<file path="config.mk">
export PLATFORM = sky130hd
export DESIGN_NAME = prio_intc
export DESIGN_NICKNAME = d
export VERILOG_FILES = /design/src/rtl/pintc_pkg.sv /design/src/rtl/pintc_regfile.sv /design/src/rtl/pintc_irq_sense.sv /design/src/rtl/pintc_arbiter.sv /design/src/rtl/prio_intc.sv
export SDC_FILE = /design/constraint.sdc
export NUM_CORES = 1
export LEC_CHECK = 0
export ABC_AREA = 1
export ABC_CLOCK_PERIOD_IN_PS = 48100
export BUFFER_PORTS_ARGS = -buffer_cell sky130_fd_sc_hd__buf_4
export CORE_ASPECT_RATIO = 0.6
export CORE_MARGIN = 2
export CORE_UTILIZATION = 45
export DETAILED_ROUTE_END_ITERATION = 8
export PLACE_DENSITY = 0.74
export RECOVER_POWER = 100
export SYNTH_ARGS = -nofsm -noshare
export SYNTH_HDL_FRONTEND = slang
export SYNTH_SLANG_ARGS = --single-unit
export TNS_END_PERCENT = 20
</file>
<file path="constraint.sdc">
create_clock -name clk -period 48.1 [get_ports clk]
set_input_delay 0 -clock clk [delete_from_list [all_inputs] [get_ports clk]]
set_output_delay 0 -clock clk [all_outputs]
set_load 0.02 [all_outputs]
</file>
<file path="src/rtl/pintc_pkg.sv">
package pintc_pkg;

  localparam int LVL_W         = 4;
  localparam int VEC_W         = 8;
  localparam int BUS_AW        = 4;
  localparam int BUS_DW        = 16;
  localparam int NUM_PRIO_REGS = 10;
  localparam int FIELDS_PER_REG = BUS_DW / LVL_W;

  localparam logic [BUS_AW-1:0] ADDR_PRIO_END = BUS_AW'(NUM_PRIO_REGS);
  localparam logic [BUS_AW-1:0] ADDR_SENSE    = 4'd10;
  localparam logic [BUS_AW-1:0] ADDR_PEND     = 4'd11;

  typedef logic [LVL_W-1:0] lvl_t;

  // candidate replaces the current best only when strictly larger,
  // so an earlier (lower index) source keeps a tie
  function automatic logic lvl_beats(input lvl_t cand, input lvl_t best);
    return cand > best;
  endfunction

  // the processor takes a request only above its mask
  function automatic logic lvl_accepted(input lvl_t lvl, input lvl_t mask);
    return lvl > mask;
  endfunction

endpackage

</file>
<file path="src/rtl/pintc_regfile.sv">
module pintc_regfile
  import pintc_pkg::*;
#(
  parameter int N_IRQ = 8,
  parameter int N_SRC = 20
) (
  input  logic                          clk,
  input  logic                          rst_n,
  input  logic [BUS_AW-1:0]             bus_addr,
  input  logic                          bus_wr,
  input  logic [BUS_DW-1:0]             bus_wdata,
  input  logic [N_IRQ-1:0]              pend,
  output logic [BUS_DW-1:0]             bus_rdata,
  output logic [N_SRC-1:0][LVL_W-1:0]   src_lvl,
  output logic [N_IRQ-1:0]              edge_mode,
  output logic [N_IRQ-1:0]              cancel
);

  logic [NUM_PRIO_REGS-1:0][BUS_DW-1:0] prio_q;
  logic [N_IRQ-1:0]                     mode_q;

  always_ff @(posedge clk) begin
    if (!rst_n) begin
      prio_q <= '0;
      mode_q <= '0;
    end else if (bus_wr) begin
      if (bus_addr < ADDR_PRIO_END) prio_q[bus_addr] <= bus_wdata;
      if (bus_addr == ADDR_SENSE)   mode_q <= bus_wdata[N_IRQ-1:0];
    end
  end

  for (genvar s = 0; s < N_SRC; s++) begin : g_field
    assign src_lvl[s] = prio_q[s / FIELDS_PER_REG][(s % FIELDS_PER_REG)*LVL_W +: LVL_W];
  end

  assign edge_mode = mode_q;
  assign cancel    = (bus_wr && bus_addr == ADDR_PEND) ? bus_wdata[N_IRQ-1:0] : '0;

  always_comb begin
    bus_rdata = '0;
    if (bus_addr < ADDR_PRIO_END)   bus_rdata = prio_q[bus_addr];
    else if (bus_addr == ADDR_SENSE) bus_rdata[N_IRQ-1:0] = mode_q;
    else if (bus_addr == ADDR_PEND)  bus_rdata[N_IRQ-1:0] = pend;
  end

endmodule

</file>
<file path="src/rtl/pintc_irq_sense.sv">
module pintc_irq_sense
  import pintc_pkg::*;
#(
  parameter int N_IRQ = 8
) (
  input  logic             clk,
  input  logic             rst_n,
  input  logic [N_IRQ-1:0] irq_n,
  input  logic [N_IRQ-1:0] edge_mode,
  input  logic [N_IRQ-1:0] cancel,
  input  logic [N_IRQ-1:0] ack_clr,
  output logic [N_IRQ-1:0] irq_req,
  output logic [N_IRQ-1:0] pend
);

  logic [N_IRQ-1:0] prev_q;
  logic [N_IRQ-1:0] pend_q;
  logic [N_IRQ-1:0] fall;
  logic [N_IRQ-1:0] drop;

  assign fall = prev_q & ~irq_n & edge_mode;
  assign drop = cancel | ack_clr;

  always_ff @(posedge clk) begin
    if (!rst_n) begin
      prev_q <= '1;
      pend_q <= '0;
    end else begin
      prev_q <= irq_n;
      pend_q <= (pend_q & ~drop) | fall;   // a fresh edge wins over a clear
    end
  end

  assign irq_req = (edge_mode & pend_q) | (~edge_mode & ~irq_n);
  assign pend    = pend_q;

  assert_ack_clears_R8: assert property (@(posedge clk) disable iff (!rst_n)
    (|(ack_clr & ~fall)) |=> ((pend_q & $past(ack_clr & ~fall)) == '0));

  assert_cancel_clears_R10: assert property (@(posedge clk) disable iff (!rst_n)
    (|(cancel & ~fall)) |=> ((pend_q & $past(cancel & ~fall)) == '0));

  assert_pending_held_R9: assert property (@(posedge clk) disable iff (!rst_n)
    (|(pend_q & ~drop)) |=> ((pend_q & $past(pend_q & ~drop)) == $past(pend_q & ~drop)));

endmodule

</file>
<file path="src/rtl/pintc_arbiter.sv">
module pintc_arbiter
  import pintc_pkg::*;
#(
  parameter int N_SRC = 20,
  parameter int SRC_W = 5
) (
  input  logic [N_SRC-1:0]            req,
  input  logic [N_SRC-1:0][LVL_W-1:0] lvl,
  output logic                        win_valid,
  output lvl_t                        win_lvl,
  output logic [SRC_W-1:0]            win_src
);

  always_comb begin
    win_lvl = '0;
    win_src = '0;
    for (int s = 0; s < N_SRC; s++) begin
      if (req[s] && lvl_beats(lvl[s], win_lvl)) begin
        win_lvl = lvl[s];
        win_src = SRC_W'(s);
      end
    end
    win_valid = (win_lvl != '0);
  end

endmodule

</file>
<file path="src/rtl/prio_intc.sv">
module prio_intc
  import pintc_pkg::*;
#(
  parameter int N_IRQ    = 8,
  parameter int N_PER    = 12,
  parameter int VEC_BASE = 64
) (
  input  logic              clk,
  input  logic              rst_n,
  input  logic [N_IRQ-1:0]  irq_n,
  input  logic [N_PER-1:0]  per_req,
  input  logic [LVL_W-1:0]  cpu_mask,
  input  logic              cpu_ack,
  input  logic [BUS_AW-1:0] bus_addr,
  input  logic              bus_wr,
  input  logic [BUS_DW-1:0] bus_wdata,
  output logic [BUS_DW-1:0] bus_rdata,
  output logic              cpu_req,
  output logic [LVL_W-1:0]  cpu_lvl,
  output logic [VEC_W-1:0]  cpu_vec,
  output logic              irq_out_n
);

  localparam int N_SRC = N_IRQ + N_PER;
  localparam int SRC_W = $clog2(N_SRC);

  logic [N_SRC-1:0][LVL_W-1:0] src_lvl;
  logic [N_IRQ-1:0]            edge_mode, cancel, ack_clr, irq_req, pend;
  logic [N_SRC-1:0]            req_all, edge_src, ack_onehot;

  logic                        win_valid_a, win_valid_b;
  lvl_t                        win_lvl_a, win_lvl_b;
  logic [SRC_W-1:0]            win_src_a, win_src_b;

  logic                        req_q;
  lvl_t                        lvl_q;
  logic [SRC_W-1:0]            src_q;

  // named events used by the register stage and the assertions
  logic ack_take, src_is_edge, accept_main, accept_hold;

  pintc_regfile #(.N_IRQ(N_IRQ), .N_SRC(N_SRC)) u_regs (
    .clk(clk), .rst_n(rst_n), .bus_addr(bus_addr), .bus_wr(bus_wr),
    .bus_wdata(bus_wdata), .pend(pend), .bus_rdata(bus_rdata),
    .src_lvl(src_lvl), .edge_mode(edge_mode), .cancel(cancel)
  );

  pintc_irq_sense #(.N_IRQ(N_IRQ)) u_sense (
    .clk(clk), .rst_n(rst_n), .irq_n(irq_n), .edge_mode(edge_mode),
    .cancel(cancel), .ack_clr(ack_clr), .irq_req(irq_req), .pend(pend)
  );

  assign req_all  = {per_req, irq_req};
  assign edge_src = {{N_PER{1'b0}}, edge_mode};

  assign ack_take    = cpu_ack && req_q;
  assign src_is_edge = edge_src[src_q];
  assign ack_onehot  = ack_take ? (N_SRC'(1) << src_q) : '0;
  assign ack_clr     = src_is_edge ? ack_onehot[N_IRQ-1:0] : '0;

  // main arbitration over every live request
  pintc_arbiter #(.N_SRC(N_SRC), .SRC_W(SRC_W)) u_arb_main (
    .req(req_all), .lvl(src_lvl),
    .win_valid(win_valid_a), .win_lvl(win_lvl_a), .win_src(win_src_a)
  );

  // arbitration with the acknowledged source removed
  pintc_arbiter #(.N_SRC(N_SRC), .SRC_W(SRC_W)) u_arb_other (
    .req(req_all & ~ack_onehot), .lvl(src_lvl),
    .win_valid(win_valid_b), .win_lvl(win_lvl_b), .win_src(win_src_b)
  );

  assign accept_main = win_valid_a && lvl_accepted(win_lvl_a, cpu_mask);
  assign accept_hold = win_valid_b && lvl_beats(win_lvl_b, lvl_q)
                       && lvl_accepted(win_lvl_b, cpu_mask);

  always_ff @(posedge clk) begin
    if (!rst_n) begin
      req_q <= 1'b0;
      lvl_q <= '0;
      src_q <= '0;
    end else if (ack_take) begin
      if (src_is_edge && accept_hold) begin
        req_q <= 1'b1;
        lvl_q <= win_lvl_b;
        src_q <= win_src_b;
      end else begin
        req_q <= 1'b0;
        lvl_q <= '0;
        src_q <= '0;
      end
    end else begin
      req_q <= accept_main;
      lvl_q <= accept_main ? win_lvl_a : '0;
      src_q <= accept_main ? win_src_a : '0;
    end
  end

  assign cpu_req   = req_q;
  assign cpu_lvl   = lvl_q;
  assign cpu_vec   = req_q ? (VEC_W'(VEC_BASE) + VEC_W'(src_q)) : '0;
  assign irq_out_n = ~req_q;

  assert_accept_above_mask_R4: assert property (@(posedge clk) disable iff (!rst_n)
    $rose(cpu_req) |-> (cpu_lvl > $past(cpu_mask)));

  assert_zero_level_silent_R5: assert property (@(posedge clk) disable iff (!rst_n)
    $rose(cpu_req) |-> (cpu_lvl != '0));

  assert_level_release_R7: assert property (@(posedge clk) disable iff (!rst_n)
    (ack_take && !src_is_edge) |=> !cpu_req);

  assert_edge_hold_higher_R8: assert property (@(posedge clk) disable iff (!rst_n)
    (ack_take && src_is_edge) |=> (!cpu_req || (cpu_lvl > $past(lvl_q))));

  for (genvar s = 0; s < N_SRC; s++) begin : g_arb_chk
    assert_winner_max_R2: assert property (@(posedge clk) disable iff (!rst_n)
      req_all[s] |-> (src_lvl[s] <= win_lvl_a));

    assert_tie_lowest_R3: assert property (@(posedge clk) disable iff (!rst_n)
      (req_all[s] && win_valid_a && src_lvl[s] == win_lvl_a) |-> (win_src_a <= SRC_W'(s)));
  end

endmodule

</file>
* Yosys cells after proc, flatten, opt, wreduce, memory -nomap -nowiden
Cells that the tools add are included.
Widths: inputs -> output; s select.
** Word-level totals
- Register bits :: 194
- Bits of input ports :: 48
- Word-level logic and storage cells :: 232
** Operators by class
- $add $sub $neg :: 1
- $lt $le $gt $ge :: 46
- Equality and inequality tests :: 2
- Shift operators :: 1
- Mux-type cells :: 101
- Bitwise logic cells :: 14
- Reduce and logical (&&, ||, !) cells :: 51
** Operators with widths (number)
- $mux 4 :: 59
- $gt 4x4->1 :: 41
- $bwmux 160 :: 1
- $bmux 16 s4 :: 1
- $demux 16 s4 :: 1
- $mux 8 :: 7
- $mux 5 :: 11
- $logic_and 1x1->1 :: 47
- $and 8x8->8 :: 5
- $mux 16 :: 2
- $mux 3 :: 8
- $not 8->8 :: 3
- $or 8x8->8 :: 3
- $and 20x20->20 :: 1
- $mux 20 :: 1
- $not 20->20 :: 1
- $shl 1x5->20 const A :: 1
- $add 7x5->8 const A :: 1
- $eq 4x4->1 const B :: 2
- $mux 2 :: 4
- $reduce_bool 4->1 :: 2
- $lt 5x6->1 const B :: 1
- $bmux 1 s5 :: 1
- $lt 4x5->1 const B :: 1
- other kinds (6) :: 11

* Logic depth before layout (Yosys ltp)
- Depth in word-level cells :: 69
- Mapped depth :: 172
- Depth with buffers taken out :: 168

* Hierarchy
Synthesis repeated with hierarchy kept, for this count alone.
** Second synthesis, totals
- Cells, all modules :: 2899
- Area total of the unflattened synthesis :: 18771.8 um2
** By module, submodules not included
- pintc_regfile :: instances 1, cells each 1287, area an instance 8971.1 um2
- pintc_arbiter :: instances 2, cells each 655, area an instance 3937.5 um2
- prio_intc :: instances 1, cells each 188, area an instance 1171.1 um2
- pintc_irq_sense :: instances 1, cells each 114, area an instance 754.5 um2

* Least setup slack after synthesis
Ideal clock, no wire load.
- Kind :: register to register
- Start point :: register u_regs.mode_q[0], in the netlist u_regs.edge_mode[0]
- End point :: register src_q[0]
- Library setup time :: 0.071 ns
- Arrival time :: 21.261 ns
- Path slack :: 26.768 ns
- Cell stages (with the launch flop) :: 139
- Path buffers :: 0
- Clock period less this slack :: 21.332 ns
- Cells stage by stage :: dfxtp_1 > inv_2 > nand2_1 > o21ai_1 > inv_2 > nand2_1 > nor2_1 > inv_1 > ha_1 > inv_1 > nor2_1 > o21a_1 > o21a_1 > o21ai_1 > o21ai_0 > ha_1 > nand2_1 > o21ai_0 > [... 103 more ...] > nand2_1 > o21ai_0 > ha_1 > inv_1 > nor2_1 > nor2_1 > o21ai_0 > nand2_1 > inv_1 > o21ai_0 > ha_1 > nand2_1 > o21ai_0 > o211a_1 > nand2_1 > inv_1 > o21ai_0 > a21oi_1
** On the way
- Word-level cells in the longest chain between the ends :: 69
- Elaborated cells on any way between the ends :: 175
- Those cells by class :: order compare: 41; mux: 83; bitwise: 5; reduce/logical: 46
** RTL lines
- start: declaration :: RTL line pintc_regfile.sv:20 : logic [N_IRQ-1:0] mode_q;
- start signal: assignment :: RTL line pintc_regfile.sv:28 : if (bus_addr == ADDR_SENSE) mode_q <= bus_wdata[N_IRQ-1:0];
- $not 8->8 :: RTL line pintc_irq_sense.sv:34 : assign irq_req = (edge_mode & pend_q) | (~edge_mode & ~irq_n);
- $and 8x8->8 :: RTL line pintc_irq_sense.sv:34
- $or 8x8->8 :: RTL line pintc_irq_sense.sv:34
- $and 20x20->20 :: RTL line prio_intc.sv:69 : .req(req_all & ~ack_onehot), .lvl(src_lvl),
- $logic_and 1x1->1 :: RTL line pintc_arbiter.sv:18 : if (req[s] && lvl_beats(lvl[s], win_lvl)) begin
- $mux 4 :: RTL line pintc_arbiter.sv:18
- $gt 4x4->1 :: RTL line pintc_pkg.sv:19 : return cand > best;
- $logic_and 1x1->1 :: RTL line pintc_arbiter.sv:18
- [... 53 more ...]
- $logic_and 1x1->1 :: RTL line pintc_arbiter.sv:18
- $mux 4 :: RTL line pintc_arbiter.sv:18
- $gt 4x4->1 or $reduce_bool 4->1 (tied branches) :: RTL line pintc_pkg.sv:19, pintc_arbiter.sv:23
- $logic_and 1x1->1 :: RTL line prio_intc.sv:74 : assign accept_hold = win_valid_b && lvl_beats(win_lvl_b, lvl_q)
- $logic_and 1x1->1 :: RTL line prio_intc.sv:75 : && lvl_accepted(win_lvl_b, cpu_mask);
- $logic_and 1x1->1 :: RTL line prio_intc.sv:83 : if (src_is_edge && accept_hold) begin
- $mux 5 :: RTL line prio_intc.sv:83
- $mux 5 (*) :: RTL line prio_intc.sv:82 : end else if (ack_take) begin
- end signal: assignment :: RTL line prio_intc.sv:86 : src_q <= win_src_b;
- end signal: assignment :: RTL line prio_intc.sv:95 : src_q <= accept_main ? win_src_a : '0;
- end: declaration :: RTL line prio_intc.sv:37 : logic [SRC_W-1:0] src_q;
Mark *: on every way between the ends. The rest lies on a longest branch, timed or not. The select of a mux whose other input is x is not followed.
A chain may end at the register's enable or synchronous reset.

* Final worst setup path
Ends and elaborated chain as after synthesis.

==> results.txt <==
Routed wire length: 52020 um
Critical Path Fanout Max: 10
DR vias/cell: 5.813
Register area: 0.003884 mm^2
IO Count: 78
Top cell type by total area after synthesis: dfxtp_1
GRT Util Overall: 29.29%
Root Buffer: clkbuf_16
Total CTS buffers: 17
Period utilisation layout: 55.18%
Fmax: 37.67 MHz
Layout cells sized above 1: 9.203%
Data arrival, critical path: 26.90 ns
Synth Warn #: 0
Setup Fix Bufs, Post-CTS: 0
Run status: complete, but fails checks
Antenna Cells: 0
Gpl congestion: 0.9721
Initial antenna violation count: 5
DR vias: 15.82k
Metal3 WL: 5950 um
Post-Syn Area: 0.01496 mm^2
Initial Util: 45.88%
Core area: 0.03261 mm^2
WS Path Type: flip-flop to flip-flop
Yosys top cell area share: 25.96%
Number of synthesized register bits: 194
Slew Viols, Final: 180
Mean Syn Cell Area: 6.721 um^2
Clk sinks: 194
Die Area: 0.03477 mm^2
Area Growth Syn to Fin: 9.768%
CP Data Required Time: 48.46 ns
Detailed Routing Iterations Pass 1: 8
Multi-input gate area: 0.009589 mm^2
Wire per inst: 19.12 um
Clock Path Buffers: 2
Failing checks: max-capacitance violations, max-slew violations
CP max stage delay: 0.73 ns
Remaining DRCs: 0
Clock Pin Slew Worst Setup and Hold Paths: 0.08 ns
DRT iter0 DRCs: 1862
Die Ht: 145.2 um
Worst path slowest cell: o21ai_0
Seq/Total Area, Yosys: 25.96%
Final setup viols: 0
# fillers: 3307
Final Hold Vio Count: 0
Crit path top cell by count: o21ai_0
DP HPWL: 39860 um
Largest net degree at the start of global routing: 109
Min cycle time layout: 26.54 ns
Maxcap violations: 2
Clock latency on the worst-skew pair: 0.45 ns
Post-Synthesis Cells: 2226
Met1 wire length: 23860 um
DRT antenna net count: 0
Synth area leaders: dfxtp_1, o21ai_0, ha_1, nand2_1, inv_1
Top layer in use: met5
First-pass GRT wire length: 79440 um
CTS tree: yes
EDFF count, synth: 0
Nets: 2452
Skew final: 0.01126 ns
Die W: 239.4 um
Ys async rst share: 0%
Remaining Overflow, GRT: 0
Vias in the first global route: 14.22k
H-tree depth: 4
Ys flop type: dfxtp_1
Unique masters post-synth: 48
Fin Setup TNS: 0 ns
Routed wl met2: 20750 um
Crit start category: flip-flop
Port bufs: 75
Num rows: 51
Slew margin rel.: -163.9%
RSZ-0062 raised after global routing: false
Least-Margin Pin Slew: 3.958 ns
Min-Delay Path Class: primary input to flip-flop
Worst Setup End Kind: flip-flop
-- cell usage after synthesis (4+ instances only) --
cell         n
inv_2        4
inv_1      280
nand2_1    345
o2111ai_1    8
clkbuf_1    73
ha_1       145
buf_1        8
nand2_2     47
a21boi_0     4
dfxtp_1    194
o21bai_1    33
buf_6        6
nand3_1    154
a22oi_1      8
nand3_2     18
nand4_1     34
nand2_4     21
o311ai_0     5
clkinv_1     6
a221oi_1     7
a21oi_1    193
o21ai_1      8
nor2_2      21
o22ai_1     49
o21a_1      13
nor2_4      15
nor2_1     121
o21ai_0    374
o211ai_1     6
-- cell type report --
| type | instances | area share [%] |
|---|---|---|
| clock inverter | 8 | 0.6323 |
| timing repair buffer | 104 | 4.335 |
| multi-input combinational | 1651 | 58.39 |
| tap | 450 | 3.428 |
| inverter | 291 | 6.659 |
| clock buffer | 23 | 2.910 |
| sequential | 194 | 23.65 |
-- state kept, by name, indices dropped and copies added (netlist names) --
name              flops
u_regs.edge_mode      8
src_q                 5
u_sense.pend          8
u_sense.prev_q        8
cpu_req               1
cpu_lvl               4
u_regs.src_lvl       80
u_regs.prio_q        80
-- repair_timing --
item	CTS	global route
endpoints found under the hold margin	83	0
hold buffers	22	0
resized for setup	0	0
-- placed cells by master, fill, tap and decap left out, types with 7 or more instances in the layout --
cell type	Yosys	final
o21ai_0	374	378
nand2_1	345	345
inv_1	280	281
dfxtp_1	194	194
a21oi_1	193	193
nand3_1	154	154
ha_1	145	145
nor2_1	121	121
o22ai_1	49	49
nand2_2	47	47
buf_4	3	47
clkbuf_1	73	36
nand4_1	34	34
o21bai_1	33	33
dlygate4sd3_1	0	22
nand2_4	21	21
nor2_2	21	21
nand3_2	18	18
clkbuf_16	0	17
nor2_4	15	15
o21a_1	13	13
o2111ai_1	8	8
a22oi_1	8	8
clkinv_1	6	7
a221oi_1	7	7
-- cell families (layout without fill, tap and decap cells) --
family                   after synthesis  in the layout  synth area share, %
AND/OR/NAND/NOR                      787            787                25.69
AO/OA/AOI/OAI                        717            717                26.23
buffers and inverters                382            426                9.976
flip-flops                           194            194                25.96
adder cells (fa/ha/maj)              145            145                12.13
other                                  1              2              0.02506
-- layer usage --
layer | global-route usage [%] | up-vias
li1 | - | 7637
met1 | 43.37 | 7304
met2 | 40.84 | 772
met3 | 7.192 | 101
met4 | 9.688 | 2
met5 | 0 | -
-- metrics by stage --
step | instances | setup slack, ns | area, um^2 | hold slack, ns | util (%)
after floorplan | 2227 | 26.77 | 14970 | 0.09662 | -
after global placement | 2668 | 24.52 | 15750 | 0.1956 | 48.29
after detailed placement | 2668 | 22.91 | 15750 | 0.2019 | 48.29
after CTS | 2721 | 22.85 | 16550 | 0.0003330 | 50.75
final | 2721 | 21.56 | 16420 | 0.01601 | 50.37
after global routing | 2721 | 18.82 | 16420 | 0.01200 | 50.37
-- path summary, 6_finish.rpt --
check	start	to	slack (ns)	depth (start not counted)
min	bus_wdata[6]	u_regs.src_lvl[38]$_SDFFE_PN0P_	0.02	3
max	u_regs.edge_mode[0]$_SDFFE_PN0P_	src_q[0]$_SDFF_PN0_	21.56	134
min reg2reg	u_regs.prio_q[94]$_SDFFE_PN0P_	u_regs.prio_q[94]$_SDFFE_PN0P_	0.45	2
max reg2reg	u_regs.edge_mode[0]$_SDFFE_PN0P_	src_q[0]$_SDFF_PN0_	21.56	134
-- critical path, delay by kind of cell, from the launching register on --
kind / cells / cell delay [ns]
adder cells (fa/ha/maj): 20 / 6.81
AO/OA/AOI/OAI: 58 / 12.46
AND/OR/NAND/NOR: 44 / 5.70
buffers and inverters: 12 / 1.06
flip-flops: 1 / 0.36
Power is left out: the tool's default activity adds up to more than one toggle a clock period on the data nets, which glitch-free logic cannot reach.
